===== config.mk =====
export PLATFORM = sky130hd
export DESIGN_NAME = ssp_frontend
export DESIGN_NICKNAME = d
export VERILOG_FILES = /design/src/rtl/ssp_fe_pkg.sv /design/src/rtl/ssp_fe_fifo.sv /design/src/rtl/ssp_fe_ctrl.sv /design/src/rtl/ssp_fe_pinmux.sv /design/src/rtl/ssp_frontend.sv
export SDC_FILE = /design/constraint.sdc
export NUM_CORES = 1
export LEC_CHECK = 0
export CAP_MARGIN = 0
export CORE_MARGIN = 2
export CORE_UTILIZATION = 50
export DETAILED_ROUTE_END_ITERATION = 16
export GPL_TIMING_DRIVEN = 0
export HOLD_SLACK_MARGIN = 0.02
export PLACE_DENSITY = 0.73
export REMOVE_ABC_BUFFERS = 1
export SLEW_MARGIN = 20
export SYNTH_ARGS = -nofsm -noshare
export SYNTH_HDL_FRONTEND = slang
export SYNTH_SLANG_ARGS = --single-unit

===== constraint.sdc =====
create_clock -name clk -period 4.85 [get_ports clk]
set_clock_uncertainty 0.05 [all_clocks]
set_input_delay 1.455 -clock clk [delete_from_list [all_inputs] [get_ports clk]]
set_output_delay 1.455 -clock clk [all_outputs]
set_load 0.02 [all_outputs]

===== src/rtl/ssp_fe_pkg.sv =====
package ssp_fe_pkg;

    localparam int CTRL_W = 4;

    // Control word layout, bit 0 at the right
    typedef struct packed {
        logic sod;    // bit 3: slave output inhibit
        logic slave;  // bit 2: role select
        logic en;     // bit 1: port enable
        logic lbm;    // bit 0: loopback
    } ssp_ctrl_t;

    typedef enum logic [1:0] {
        REG_CTRL = 2'd0,
        REG_DATA = 2'd1
    } ssp_reg_e;

endpackage


===== src/rtl/ssp_fe_fifo.sv =====
module ssp_fe_fifo #(
    parameter int W     = 16,
    parameter int DEPTH = 8
) (
    input  logic         clk,
    input  logic         rst_n,
    input  logic         push,
    input  logic [W-1:0] wdata,
    input  logic         pop,
    output logic [W-1:0] head,
    output logic         full,
    output logic         empty
);
    localparam int PW = (DEPTH > 1) ? $clog2(DEPTH) : 1;
    localparam int CW = $clog2(DEPTH + 1);
    localparam logic [PW-1:0] LAST = PW'(DEPTH - 1);
    localparam logic [CW-1:0] FULL_CNT = CW'(DEPTH);

    typedef struct packed {
        logic [PW-1:0] wp;
        logic [PW-1:0] rp;
        logic [CW-1:0] cnt;
    } fifo_state_t;

    fifo_state_t st_d, st_q;
    logic [W-1:0] mem_q [DEPTH];
    logic push_ok, pop_ok;

    assign full  = (st_q.cnt == FULL_CNT);
    assign empty = (st_q.cnt == '0);
    assign head  = mem_q[st_q.rp];

    always_comb begin
        st_d    = st_q;
        pop_ok  = pop && !empty;
        push_ok = push && (!full || pop_ok);
        if (push_ok) st_d.wp = (st_q.wp == LAST) ? '0 : st_q.wp + 1'b1;
        if (pop_ok)  st_d.rp = (st_q.rp == LAST) ? '0 : st_q.rp + 1'b1;
        case ({push_ok, pop_ok})
            2'b10:   st_d.cnt = st_q.cnt + 1'b1;
            2'b01:   st_d.cnt = st_q.cnt - 1'b1;
            default: st_d.cnt = st_q.cnt;
        endcase
    end

    always_ff @(posedge clk) begin
        if (!rst_n) st_q <= '0;
        else        st_q <= st_d;
    end

    always_ff @(posedge clk) begin
        if (push_ok) mem_q[st_q.wp] <= wdata;
    end

    // a push into a full queue without a pop leaves the fill level alone
    a_r6_no_overflow: assert property (@(posedge clk) disable iff (!rst_n)
        (full && push && !pop) |=> $stable(st_q.cnt));

    // popping an empty queue keeps it empty
    a_r7_no_underflow: assert property (@(posedge clk) disable iff (!rst_n)
        (empty && pop && !push) |=> empty);

endmodule


===== src/rtl/ssp_fe_ctrl.sv =====
module ssp_fe_ctrl
    import ssp_fe_pkg::*;
(
    input  logic              clk,
    input  logic              rst_n,
    input  logic              wr_en,
    input  logic [CTRL_W-1:0] wdata,
    output ssp_ctrl_t         ctrl_q
);
    ssp_ctrl_t ctrl_d;

    always_comb begin
        ctrl_d = ctrl_q;
        if (wr_en) begin
            ctrl_d.lbm = wdata[0];
            ctrl_d.en  = wdata[1];
            ctrl_d.sod = wdata[3];
            if (!ctrl_q.en) ctrl_d.slave = wdata[2];
        end
    end

    always_ff @(posedge clk) begin
        if (!rst_n) ctrl_q <= '0;
        else        ctrl_q <= ctrl_d;
    end

    // the role bit cannot move while the port is enabled
    a_r3_mode_lock: assert property (@(posedge clk) disable iff (!rst_n)
        ctrl_q.en |=> $stable(ctrl_q.slave));

endmodule


===== src/rtl/ssp_fe_pinmux.sv =====
module ssp_fe_pinmux
    import ssp_fe_pkg::*;
(
    input  ssp_ctrl_t ctrl,
    input  logic      sh_sdo,
    output logic      sh_sdi,
    input  logic      mosi_i,
    output logic      mosi_o,
    output logic      mosi_oe,
    input  logic      miso_i,
    output logic      miso_o,
    output logic      miso_oe
);
    logic pin_in;

    always_comb begin
        pin_in  = ctrl.slave ? mosi_i : miso_i;
        sh_sdi  = ctrl.lbm ? sh_sdo : pin_in;
        mosi_o  = ctrl.slave ? 1'b0 : sh_sdo;
        miso_o  = ctrl.slave ? sh_sdo : 1'b0;
        mosi_oe = ctrl.en && !ctrl.slave;
        miso_oe = ctrl.en && ctrl.slave && !ctrl.sod;
    end

endmodule


===== src/rtl/ssp_frontend.sv =====
module ssp_frontend
    import ssp_fe_pkg::*;
#(
    parameter int DATA_W     = 16,
    parameter int FIFO_DEPTH = 8,
    parameter int BUS_W      = 32,
    parameter int LEN_W      = 4,
    parameter int ADDR_W     = 2
) (
    input  logic              clk,
    input  logic              rst_n,
    input  logic              bus_sel,
    input  logic              bus_wr,
    input  logic [ADDR_W-1:0] bus_addr,
    input  logic [BUS_W-1:0]  bus_wdata,
    output logic [BUS_W-1:0]  bus_rdata,
    input  logic [LEN_W-1:0]  cfg_len,
    output logic              tx_not_full,
    output logic              rx_not_empty,
    output logic              rx_overrun,
    output logic              port_en,
    output logic              port_slave,
    output logic              tx_valid,
    input  logic              tx_ready,
    output logic [DATA_W-1:0] tx_data,
    input  logic              rx_valid,
    output logic              rx_ready,
    input  logic [DATA_W-1:0] rx_data,
    input  logic              sh_sdo,
    output logic              sh_sdi,
    input  logic              mosi_i,
    output logic              mosi_o,
    output logic              mosi_oe,
    input  logic              miso_i,
    output logic              miso_o,
    output logic              miso_oe
);
    localparam int DATA_PAD = BUS_W - DATA_W;
    localparam int CTRL_PAD = BUS_W - CTRL_W;
    localparam logic [ADDR_W-1:0] A_CTRL = ADDR_W'(REG_CTRL);
    localparam logic [ADDR_W-1:0] A_DATA = ADDR_W'(REG_DATA);

    typedef struct packed {
        logic ovr;
    } top_state_t;

    function automatic logic [DATA_W-1:0] len_mask(input logic [LEN_W-1:0] code);
        logic [DATA_W-1:0] m;
        for (int i = 0; i < DATA_W; i++) m[i] = (i <= int'(code));
        return m;
    endfunction

    ssp_ctrl_t   ctrl;
    top_state_t  st_d, st_q;
    logic        ctrl_wr, data_wr, data_rd;
    logic [DATA_W-1:0] mask;
    logic [DATA_W-1:0] tx_head, rx_head;
    logic        tx_full, tx_empty, rx_full, rx_empty;
    logic        tx_pop, rx_push;
    wire         unused_hi = ^bus_wdata[BUS_W-1:DATA_W];

    assign ctrl_wr = bus_sel &&  bus_wr && (bus_addr == A_CTRL);
    assign data_wr = bus_sel &&  bus_wr && (bus_addr == A_DATA);
    assign data_rd = bus_sel && !bus_wr && (bus_addr == A_DATA);
    assign mask    = len_mask(cfg_len);

    ssp_fe_ctrl u_ctrl (
        .clk    (clk),
        .rst_n  (rst_n),
        .wr_en  (ctrl_wr),
        .wdata  (bus_wdata[CTRL_W-1:0]),
        .ctrl_q (ctrl)
    );

    ssp_fe_fifo #(.W(DATA_W), .DEPTH(FIFO_DEPTH)) u_txq (
        .clk   (clk),
        .rst_n (rst_n),
        .push  (data_wr),
        .wdata (bus_wdata[DATA_W-1:0]),
        .pop   (tx_pop),
        .head  (tx_head),
        .full  (tx_full),
        .empty (tx_empty)
    );

    ssp_fe_fifo #(.W(DATA_W), .DEPTH(FIFO_DEPTH)) u_rxq (
        .clk   (clk),
        .rst_n (rst_n),
        .push  (rx_push),
        .wdata (rx_data & mask),
        .pop   (data_rd),
        .head  (rx_head),
        .full  (rx_full),
        .empty (rx_empty)
    );

    ssp_fe_pinmux u_pins (
        .ctrl    (ctrl),
        .sh_sdo  (sh_sdo),
        .sh_sdi  (sh_sdi),
        .mosi_i  (mosi_i),
        .mosi_o  (mosi_o),
        .mosi_oe (mosi_oe),
        .miso_i  (miso_i),
        .miso_o  (miso_o),
        .miso_oe (miso_oe)
    );

    always_comb begin
        port_en      = ctrl.en;
        port_slave   = ctrl.slave;
        tx_valid     = ctrl.en && !tx_empty;
        tx_data      = tx_valid ? (tx_head & mask) : '0;
        tx_pop       = tx_valid && tx_ready;
        rx_ready     = ctrl.en;
        rx_push      = rx_valid && rx_ready;
        tx_not_full  = !tx_full;
        rx_not_empty = !rx_empty;
        rx_overrun   = st_q.ovr;
        bus_rdata    = '0;
        if (bus_addr == A_CTRL)
            bus_rdata = {{CTRL_PAD{1'b0}}, ctrl};
        else if (bus_addr == A_DATA && !rx_empty)
            bus_rdata = {{DATA_PAD{1'b0}}, rx_head};
    end

    always_comb begin
        st_d = st_q;
        if (rx_push && rx_full && !data_rd) st_d.ovr = 1'b1;
    end

    always_ff @(posedge clk) begin
        if (!rst_n) st_q <= '0;
        else        st_q <= st_d;
    end

    // once set, the overrun flag stays set
    a_r9_overrun_sticky: assert property (@(posedge clk) disable iff (!rst_n)
        rx_overrun |=> rx_overrun);

    // an offered frame stays offered until taken, unless control is rewritten
    a_r4_tx_hold: assert property (@(posedge clk) disable iff (!rst_n)
        (tx_valid && !tx_ready && !ctrl_wr) |=> tx_valid);

endmodule


==> metrics.cfg <==
[outcome]
status = finished clean

[floorplanning]
die_w_um = 157.7
core_um2 = 23330
io-pin-count = 123
die_height_um = 157.7
start_util_pct = 50.60
dieArea_um2 = 24860
core.rowCount = 56

[global_route]
grt_pass1_vias = 6546
grt_pass1_wl_um = 38140
antenna_found_initial = 1
overflow = 0
track_usage_pct = 20.80
grt_max_degree = 34

[yosys]
syn_inst = 650
synthTopCellsByArea = edfxtp_1 (65%), mux4_2 (12%), dfxtp_1 (5.3%)
yosys_most_used_dff = edfxtp_1
yosys_register_bits = 287
yosysWarningCount = 0
synth.most_common_cell = edfxtp_1
yosysTopAreaCell = edfxtp_1
synthArstFlopShare_pct = 0
ys_types = 48
post_synth.cell_area_avg_um2 = 18.16
synth_top_area_share_pct = 65.12
syn-cell-area_um2 = 11810
synth_edf_count = 256
synth_common_cells = edfxtp_1 (256), mux4_2 (64), mux2i_1 (39), nor2_1 (34), dfxtp_1 (31)
ys_seq_area_share_pct = 70.38

[clock_network]
cts.clk_slew.worst_paths_ns = 0.06
cts_max_level = 1
cts_made_buffers = 28
clock_latency_ns = 0.54
cts_tree = built
postCtsHoldBufs = 0
root_buffer = clkbuf_16
clockBufferDepth = 3
cts.sinks = 287

[hold_path]
min_path_cells = 1
hp-class = reg -> reg
worstHoldStart = rx_overrun
min_delay_worst_endpoint = rx_overrun

[critical_path]
slowest_delay_ns = 0.68
crit_path_cell_trace = clkdlybuf4s50_1, or2_2, a21oi_2, nor3_1, clkdlybuf4s50_1
critical_path_buf_inv_count = 2
crit_family = buffers and inverters
cpMostUsedCell = clkdlybuf4s50_1
cp.required_ns = 3.35
r2r_setup_slack_ns = 1.51
r2r-start = u_txq.st_q[0]
cp-start-kind = primary input
critPathSlowestCell = clkdlybuf4s50_1
arrival_ns = 3.29
worst_r2r_endpoint = u_txq.st_q[2]
rr_worst_depth = 11
critPathCaptureType = primary output
cp_max_fo = 4
crit_type = in -> out

[route]
drc_errors = 0
via_per_inst = 5.552
wl_met1_um = 9371
wl_per_cell_um = 22.50
drtAntennaViolNets = 0
first_pass_iters = 5
dr_wl_met3_um = 1120
routed_wl_um = 25070
vias = 6185
wl_met2_um = 13920
top_layer = met5
drtIter0Drc = 425

[finish]
final_util_pct = 61.18
area_growth_pct = 20.92
seqCellArea_um2 = 8319
fillCellCount = 1654
drive_gt1_share_pct = 22.39
multi_input_area_um2 = 3316
fin_nets = 854
diodes = 0
final_area_um2 = 14270

[placed_design]
gp_congestion = 0.7491
place_ws_ns = -0.8049
portBuffers = 90
post_dp_cell_area_um2 = 13310
hpwlAfterDp_um = 17790

[pwr]
powerDensity_nw_per_um2 = 347.2
cellLeakagePower_nw = 4.831
vdd_ir_drop_max_mv = 0.2967

[timing]
finalCritPeriodShare_pct = 98.84
worst_pin_slew_ns = 1.102
rsz0062_at_grt = no
period_needed_ns = 4.794
hold_viol = 0
fmax_mhz = 208.6
setup_viol = 0
fin_ws_ns = 0.05612
drv_slew = 0
slew_headroom_pct = 26.41
setup-tns-final_ns = 0

[run]
maxCapViolCount = 0

routing by layer:
layer / vias to the layer above / track usage, %
met2: 183 / 39.40
met3: 51 / 2.902
met4: 2 / 6.407
li1: 2792 / -
met1: 3157 / 24.39
met5: - / 0
power breakdown:
part           total (mW)  internal [mW]  switching [mW]
clock                2.12           1.25           0.867
combinational       0.141         0.0590          0.0821
sequential           2.70           2.69         0.00545
total                4.96           4.00           0.954
worst max-delay path by stage:
| stage | from | end | slack [ns] | depth (start not counted) |
|---|---|---|---|---|
| floorplan | bus_addr[1] | u_rxq.mem_q[4][0] | 0.55 | 4 |
| global placement | bus_addr[1] | u_rxq.mem_q[4][7] | -1.79 | 5 |
| detailed placement | bus_addr[0] | bus_rdata[0] | -0.80 | 6 |
| CTS | cfg_len[0] | tx_data[11] | 0.004 | 5 |
| global route | cfg_len[0] | tx_data[9] | 0.008 | 5 |
| finish | cfg_len[0] | tx_data[5] | 0.06 | 5 |
kinds of logic (layout without fill, tap and decap cells):
logic type / after synthesis / after routing / synth area share, %
mux: 103 / 103 / 15.52
xor+xnor: 5 / 5 / 0.3710
buf+inv: 55 / 185 / 3.000
other cells: 1 / 16 / 0.03177
fa+ha+maj: 15 / 15 / 1.653
simple gates: 146 / 146 / 6.614
compound gates: 38 / 38 / 2.438
flops: 287 / 287 / 70.38
placed cells by master (no fill, tap or decap), drive strengths merged, types with 7 or more instances in the layout:
| master | instances |
|---|---|
| edfxtp | 256 |
| clkdlybuf4s50 | 68 |
| mux4 | 64 |
| mux2i | 39 |
| clkbuf | 39 |
| buf | 35 |
| nor2 | 34 |
| dfxtp | 31 |
| nand2 | 30 |
| nor3 | 18 |
| conb | 16 |
| nor2b | 15 |
| o21ai | 15 |
| ha | 14 |
| inv | 12 |
| dlymetal6s2s | 11 |
| dlygate4sd2 | 9 |
| nor3b | 9 |
| and3 | 8 |
| and2 | 8 |
| nand3 | 7 |
| clkinv | 7 |
worst reg2reg max path: stages (launching register included):
cell and delay (ns):
dfxtp_1 0.39, o41ai_4 0.83, inv_1 0.28, nand2_1 0.27, inv_1 0.10, ha_1 0.28, xor2_1 0.17, ha_1 0.19
a21oi_1 0.14, xor2_1 0.10, or3_1 0.30, a21boi_0 0.16
per-stage QoR:
step                      hold slack [ns]  total power [mW]  std cells
final                              0.4233             4.957       1114
after global routing               0.4523             5.085       1114
after CTS                          0.4312             4.990       1114
after detailed placement           0.4169             2.893       1064
after global placement             0.3992             2.884       1030
after floorplan                    0.4193             2.808        621
area by class of cell:
| type | instances | share of cell area, % |
|---|---|---|
| clock buffers | 39 | 5.855 |
| clock inverters | 10 | 0.5347 |
| inverters | 11 | 0.3068 |
| multi-input cells | 323 | 23.23 |
| flip-flops and latches | 287 | 58.28 |
| well taps | 319 | 2.796 |
| repair buffers | 125 | 9.002 |
sequential cells by signal, summed over array words and instances, names as in the netlist, named ones only:
signal,count
rx_overrun,1
u_rxq.st_q,10
u_ctrl.ctrl_q,4
u_txq.st_q,10
u_rxq.mem_q,128
u_txq.mem_q,128
what timing repair did:
| action | 4_1_cts | 5_1_grt |
|---|---|---|
| setup buffers | 1 | 0 |
| hold endpoints to repair | 0 | 0 |
| gates resized for setup | 22 | 13 |
| endpoints found under the setup margin | 30 | 10 |
Note: power is estimated with default switching activity, not from simulation.
